[src/rtl/casc_pkg.sv]
package casc_pkg;
  typedef enum logic [1:0] {
    PH_IDLE   = 2'd0,
    PH_FIRST  = 2'd1,
    PH_GAP    = 2'd2,
    PH_SECOND = 2'd3
  } ack_phase_t;
endpackage

[src/rtl/casc_prio.sv]
module casc_prio #(
  parameter int N_IN  = 8,
  parameter int IDX_W = $clog2(N_IN)
) (
  input  logic [N_IN-1:0]  req,
  input  logic [N_IN-1:0]  mask,
  input  logic [N_IN-1:0]  insrv,
  output logic             win_valid,
  output logic [IDX_W-1:0] win_idx
);
  // inputs strictly above the highest-priority in-service bit
  function automatic logic [N_IN-1:0] above_service(input logic [N_IN-1:0] s);
    logic [N_IN-1:0] a;
    logic hit;
    a   = '0;
    hit = 1'b0;
    for (int i = 0; i < N_IN; i++) begin
      if (s[i]) hit = 1'b1;
      a[i] = !hit;
    end
    return a;
  endfunction

  function automatic logic [IDX_W-1:0] lowest_set(input logic [N_IN-1:0] v);
    logic [IDX_W-1:0] r;
    r = '0;
    for (int i = N_IN - 1; i >= 0; i--)
      if (v[i]) r = IDX_W'(i);
    return r;
  endfunction

  logic [N_IN-1:0] cand;

  always_comb begin
    cand      = req & ~mask & above_service(insrv);
    win_valid = |cand;
    win_idx   = lowest_set(cand);
  end
endmodule

[src/rtl/casc_seq.sv]
module casc_seq
  import casc_pkg::*;
(
  input  logic       clk,
  input  logic       rst_n,
  input  logic       ack,
  output ack_phase_t phase,
  output logic       take
);
  ack_phase_t phase_nx;

  always_comb begin
    phase_nx = phase;
    unique case (phase)
      PH_IDLE:   if (ack)  phase_nx = PH_FIRST;
      PH_FIRST:  if (!ack) phase_nx = PH_GAP;
      PH_GAP:    if (ack)  phase_nx = PH_SECOND;
      PH_SECOND: if (!ack) phase_nx = PH_IDLE;
      default:   phase_nx = PH_IDLE;
    endcase
  end

  assign take = (phase == PH_IDLE) && ack;

  always_ff @(posedge clk) begin
    if (!rst_n) phase <= PH_IDLE;
    else        phase <= phase_nx;
  end
endmodule

[src/rtl/casc_drive.sv]
module casc_drive
  import casc_pkg::*;
#(
  parameter int N_IN   = 8,
  parameter int IDX_W  = $clog2(N_IN),
  parameter int VEC_W  = 8,
  parameter int BASE_W = VEC_W - IDX_W
) (
  input  logic              clk,
  input  logic              rst_n,
  input  ack_phase_t        phase,
  input  logic              take,
  input  logic              win_valid,
  input  logic [IDX_W-1:0]  win_idx,
  input  logic              is_master,
  input  logic [N_IN-1:0]   cfg_word,
  input  logic [BASE_W-1:0] vec_base,
  input  logic [IDX_W-1:0]  cas_in,
  output logic [IDX_W-1:0]  cas_out,
  output logic [VEC_W-1:0]  data_out,
  output logic              data_oe,
  output logic              id_hit
);
  function automatic logic [VEC_W-1:0] build_vector(input logic [BASE_W-1:0] b,
                                                    input logic [IDX_W-1:0] n);
    return {b, n};
  endfunction

  logic             lat_valid;
  logic             lat_master;
  logic             lat_casc;
  logic [IDX_W-1:0] lat_idx;

  always_ff @(posedge clk) begin
    if (!rst_n) begin
      lat_valid  <= 1'b0;
      lat_master <= 1'b0;
      lat_casc   <= 1'b0;
      lat_idx    <= '0;
    end else if (take) begin
      lat_valid  <= win_valid;
      lat_master <= is_master;
      lat_casc   <= is_master && win_valid && cfg_word[win_idx];
      lat_idx    <= win_idx;
    end
  end

  assign id_hit = (cas_in == cfg_word[IDX_W-1:0]);

  always_comb begin
    cas_out  = (phase != PH_IDLE && lat_casc) ? lat_idx : '0;
    data_oe  = (phase == PH_SECOND) && lat_valid &&
               (lat_master ? !lat_casc : id_hit);
    data_out = data_oe ? build_vector(vec_base, lat_idx) : '0;
  end
endmodule

[src/rtl/casc_ack_unit.sv]
module casc_ack_unit
  import casc_pkg::*;
#(
  parameter int N_IN   = 8,
  parameter int IDX_W  = $clog2(N_IN),
  parameter int VEC_W  = 8,
  parameter int BASE_W = VEC_W - IDX_W
) (
  input  logic              clk,
  input  logic              rst_n,
  input  logic              is_master,
  input  logic [N_IN-1:0]   cfg_word,
  input  logic [BASE_W-1:0] vec_base,
  input  logic [N_IN-1:0]   irq_lines,
  input  logic [N_IN-1:0]   irq_mask,
  input  logic [N_IN-1:0]   in_service,
  input  logic              ack,
  input  logic [IDX_W-1:0]  cas_in,
  output logic              int_req,
  output logic [IDX_W-1:0]  cas_out,
  output logic [VEC_W-1:0]  data_out,
  output logic              data_oe
);
  logic             win_valid;
  logic [IDX_W-1:0] win_idx;
  ack_phase_t       phase;
  logic             take;
  logic             id_hit;

  casc_prio #(.N_IN(N_IN), .IDX_W(IDX_W)) u_prio (
    .req(irq_lines), .mask(irq_mask), .insrv(in_service),
    .win_valid(win_valid), .win_idx(win_idx)
  );

  casc_seq u_seq (.clk(clk), .rst_n(rst_n), .ack(ack), .phase(phase), .take(take));

  casc_drive #(.N_IN(N_IN), .IDX_W(IDX_W), .VEC_W(VEC_W), .BASE_W(BASE_W)) u_drive (
    .clk(clk), .rst_n(rst_n), .phase(phase), .take(take),
    .win_valid(win_valid), .win_idx(win_idx), .is_master(is_master),
    .cfg_word(cfg_word), .vec_base(vec_base), .cas_in(cas_in),
    .cas_out(cas_out), .data_out(data_out), .data_oe(data_oe), .id_hit(id_hit)
  );

  always_ff @(posedge clk) begin
    if (!rst_n) int_req <= 1'b0;
    else        int_req <= win_valid;
  end
endmodule

[config.mk]
export PLATFORM = sky130hd
export DESIGN_NAME = casc_ack_unit
export DESIGN_NICKNAME = d
export VERILOG_FILES = /design/src/rtl/casc_pkg.sv /design/src/rtl/casc_prio.sv /design/src/rtl/casc_seq.sv /design/src/rtl/casc_drive.sv /design/src/rtl/casc_ack_unit.sv
export SDC_FILE = /design/constraint.sdc
export NUM_CORES = 1
export LEC_CHECK = 0
export ABC_AREA = 1
export ABC_CLOCK_PERIOD_IN_PS = 2000
export BUFFER_PORTS_ARGS = -buffer_cell sky130_fd_sc_hd__buf_2
export CAP_MARGIN = 20
export CELL_PAD_IN_SITES_DETAIL_PLACEMENT = 1
export CELL_PAD_IN_SITES_GLOBAL_PLACEMENT = 2
export CORE_UTILIZATION = 19
export CTS_CLUSTER_SIZE = 28
export DETAILED_ROUTE_END_ITERATION = 12
export PLACE_DENSITY = 0.9
export SLEW_MARGIN = 20
export SYNTH_ARGS = -nofsm -noshare
export SYNTH_HDL_FRONTEND = slang
export SYNTH_HIERARCHICAL = 1
export SYNTH_SLANG_ARGS = --single-unit
[constraint.sdc]
create_clock -name clk -period 2 [get_ports clk]
set_clock_uncertainty 0.1 [all_clocks]
set_input_delay 0.1 -clock clk [delete_from_list [all_inputs] [get_ports clk]]
set_output_delay 0.1 -clock clk [all_outputs]
set_load 0.03 [all_outputs]
==> flow_summary.toml <==
[cts]
postCtsSetupBuffers = 0
ctsLongestPathBuffers = 2
clock_latency_ns = 0.23
clkSinkCount = 9
cts_buffers = 3
cts_tree = "done"
cts_hold_buf = 0
clkTransAtPathRegs_ns = 0.05
htreeDepth = 1
clk_root_buffer_cell = "clkbuf_8"
post_cts_resized = 0

[power_and_ir_drop]
ir_drop_v = 0.000159
p_comb_frac = 0.341
p_total_uw = 678
switching_share = 0.345
p_switching_uw = 234
power.internal_uw = 444
power_density_nw_per_um2 = 538
p_clk_frac = 0.320
power_frac_seq = 0.339
p_leak_nw = 0.754

[routing]
via_per_inst = 4.07
dr.first_iter.drc_count = 28
num_vias = 1050
drtPass1Iterations = 4
drc = 0
ant_nets = 0
totalWireLength_mm = 2.38
wl_per_cell_um = 9.24

[timing]
relSlewSlack = 0.754
fin_crit_sh = 0.799
fin_crit_ns = 1.60
whs_ns = 0.0496
setup_viol_count_final = 0
tns_ns = 0
finalHoldViolCount = 0
grt_setup_unrepaired = "no"
fmax_mhz = 626
tightest_slew_ns = 0.366
slew_violations = 0

[die]
io_pins = 57
rows = 24
core-area_um2 = 4380
die_x_um = 69.8
initial_core_util = 0.199
die_h_um = 69.8
fp.dieArea_um2 = 4870

[cells_and_area]
multi_input_area_um2 = 549
postLayoutCellArea_um2 = 1260
syn2layout_area_growth_pct = 44.3
drive_gt1_frac = 0.359
ff_latch_area_um2 = 180
layout_common_cells = "buf_2, inv_1, nand2_1"
nets = 255
final_core_utilization = 0.287
diodes = 0
nFillCells = 596
final_common_cell = "buf_2"

[global_route]
grtUsageTotal = 0.112
grt_pass1_wl_mm = 4.53
grt_antenna_before_repair = 0
grt_pass1_vias = 1115
grt_max_degree = 11
overflow = 0

[critical_path]
crit_path_max_fanout = 5
worst-endpoint-required_ns = 2.04
cp_slowest_stage_delay_ns = 0.22
crit_slowest_cell = "a21oi_2"
startpoint_type = "primary input"
cp_top_family = "simple AND/OR/NAND/NOR gates"
critPathKind = "primary input to flop"
cp-end-kind = "flop"
crit_top_cell = "nand2_1"
path_buf_inv = 2
cp_data_arrival_time_ns = 1.63
worstPathCellList = "buf_2 -> nor2_2 -> nand4_1 -> nor2_2 -> nand3_1 -> nand2_1 -> nand2_1 -> nand2_1 -> nand2_1 -> a21oi_2 -> inv_1 -> nand2_1 -> nand3_1 -> nand2_1 -> nand2_1 -> nand3_1 -> a21oi_1"

[status]
status = "finished clean"

[place]
hpwl_mm = 2.09
postPlaceCellArea_um2 = 1210
io_buffers = 56
gp_congestion = 0.692

[synth]
synth_cells = 147
syn_nets = 195
avgSynthCellArea_um2 = 5.94
yosys_warnings = 6
synthesis.area_um2 = 873

[flow_run]
drv_cap = 0

[hold_path]
hold_class = "primary input to flop"
cell type report:
cell class | instances | share of cell area
Multi-Input combinational cell | 100 | 0.436
Timing Repair Buffer | 56 | 0.222
Sequential cell | 9 | 0.143
Inverter | 37 | 0.110
Tap cell | 52 | 0.0516
Clock buffer | 3 | 0.0328
Clock inverter | 1 | 0.00397
path summary, 6_finish.rpt:
kind	depth (start not counted)	startpoint	to	slack, ns
setup / recovery	17	in_service[0]	u_drive/lat_casc	0.40
hold / removal	3	is_master	u_drive/lat_master	0.05
setup reg to reg	8	u_seq/phase[1]	u_drive/lat_casc	0.50
hold reg to reg	2	u_drive/lat_master	u_drive/lat_master	0.38
power by group through the flow:
stage | Sequential [mW] | Combinational, mW | Clock [mW]
2_1_floorplan | 0.231 | 0.155 | 0
3_3_place_gp | 0.234 | 0.228 | 0
3_5_place_dp | 0.233 | 0.235 | 0
4_1_cts | 0.230 | 0.236 | 0.227
5_1_grt | 0.236 | 0.269 | 0.233
6_report | 0.230 | 0.232 | 0.217
worst reg2reg max path: cells and delay by family (launching register included):
kind                       cells  cell delay, ns
and+or+nand+nor                4            0.35
AOI/OAI and AO/OA              1            0.12
buffers and inverters          2            0.34
adders and majority gates      1            0.19
DFF                            1            0.34
sequential cells by signal, indices dropped and copies added (netlist names):
register            count
int_req                 1
u_drive/lat_casc        1
u_drive/lat_idx         3
u_drive/lat_master      1
u_drive/lat_valid       1
u_seq/phase             2
stage by stage:
step	worst slack, ns	std cells
2_1_floorplan	0.472	147
3_3_place_gp	0.150	254
3_5_place_dp	0.124	254
4_1_cts	0.377	258
5_1_grt	0.126	258
6_report	0.402	258
metal layers:
| layer | vias up | global-route usage | part of all wire |
|---|---|---|---|
| li1 | 567 | - | - |
| met1 | 437 | 0.137 | 0.46 |
| met2 | 43 | 0.188 | 0.45 |
| met3 | 3 | 0.0145 | 0.073 |
| met4 | 0 | 0.0600 | 0.016 |
| met5 | - | 0 | 0 |
(Power assumes the default switching activity.)
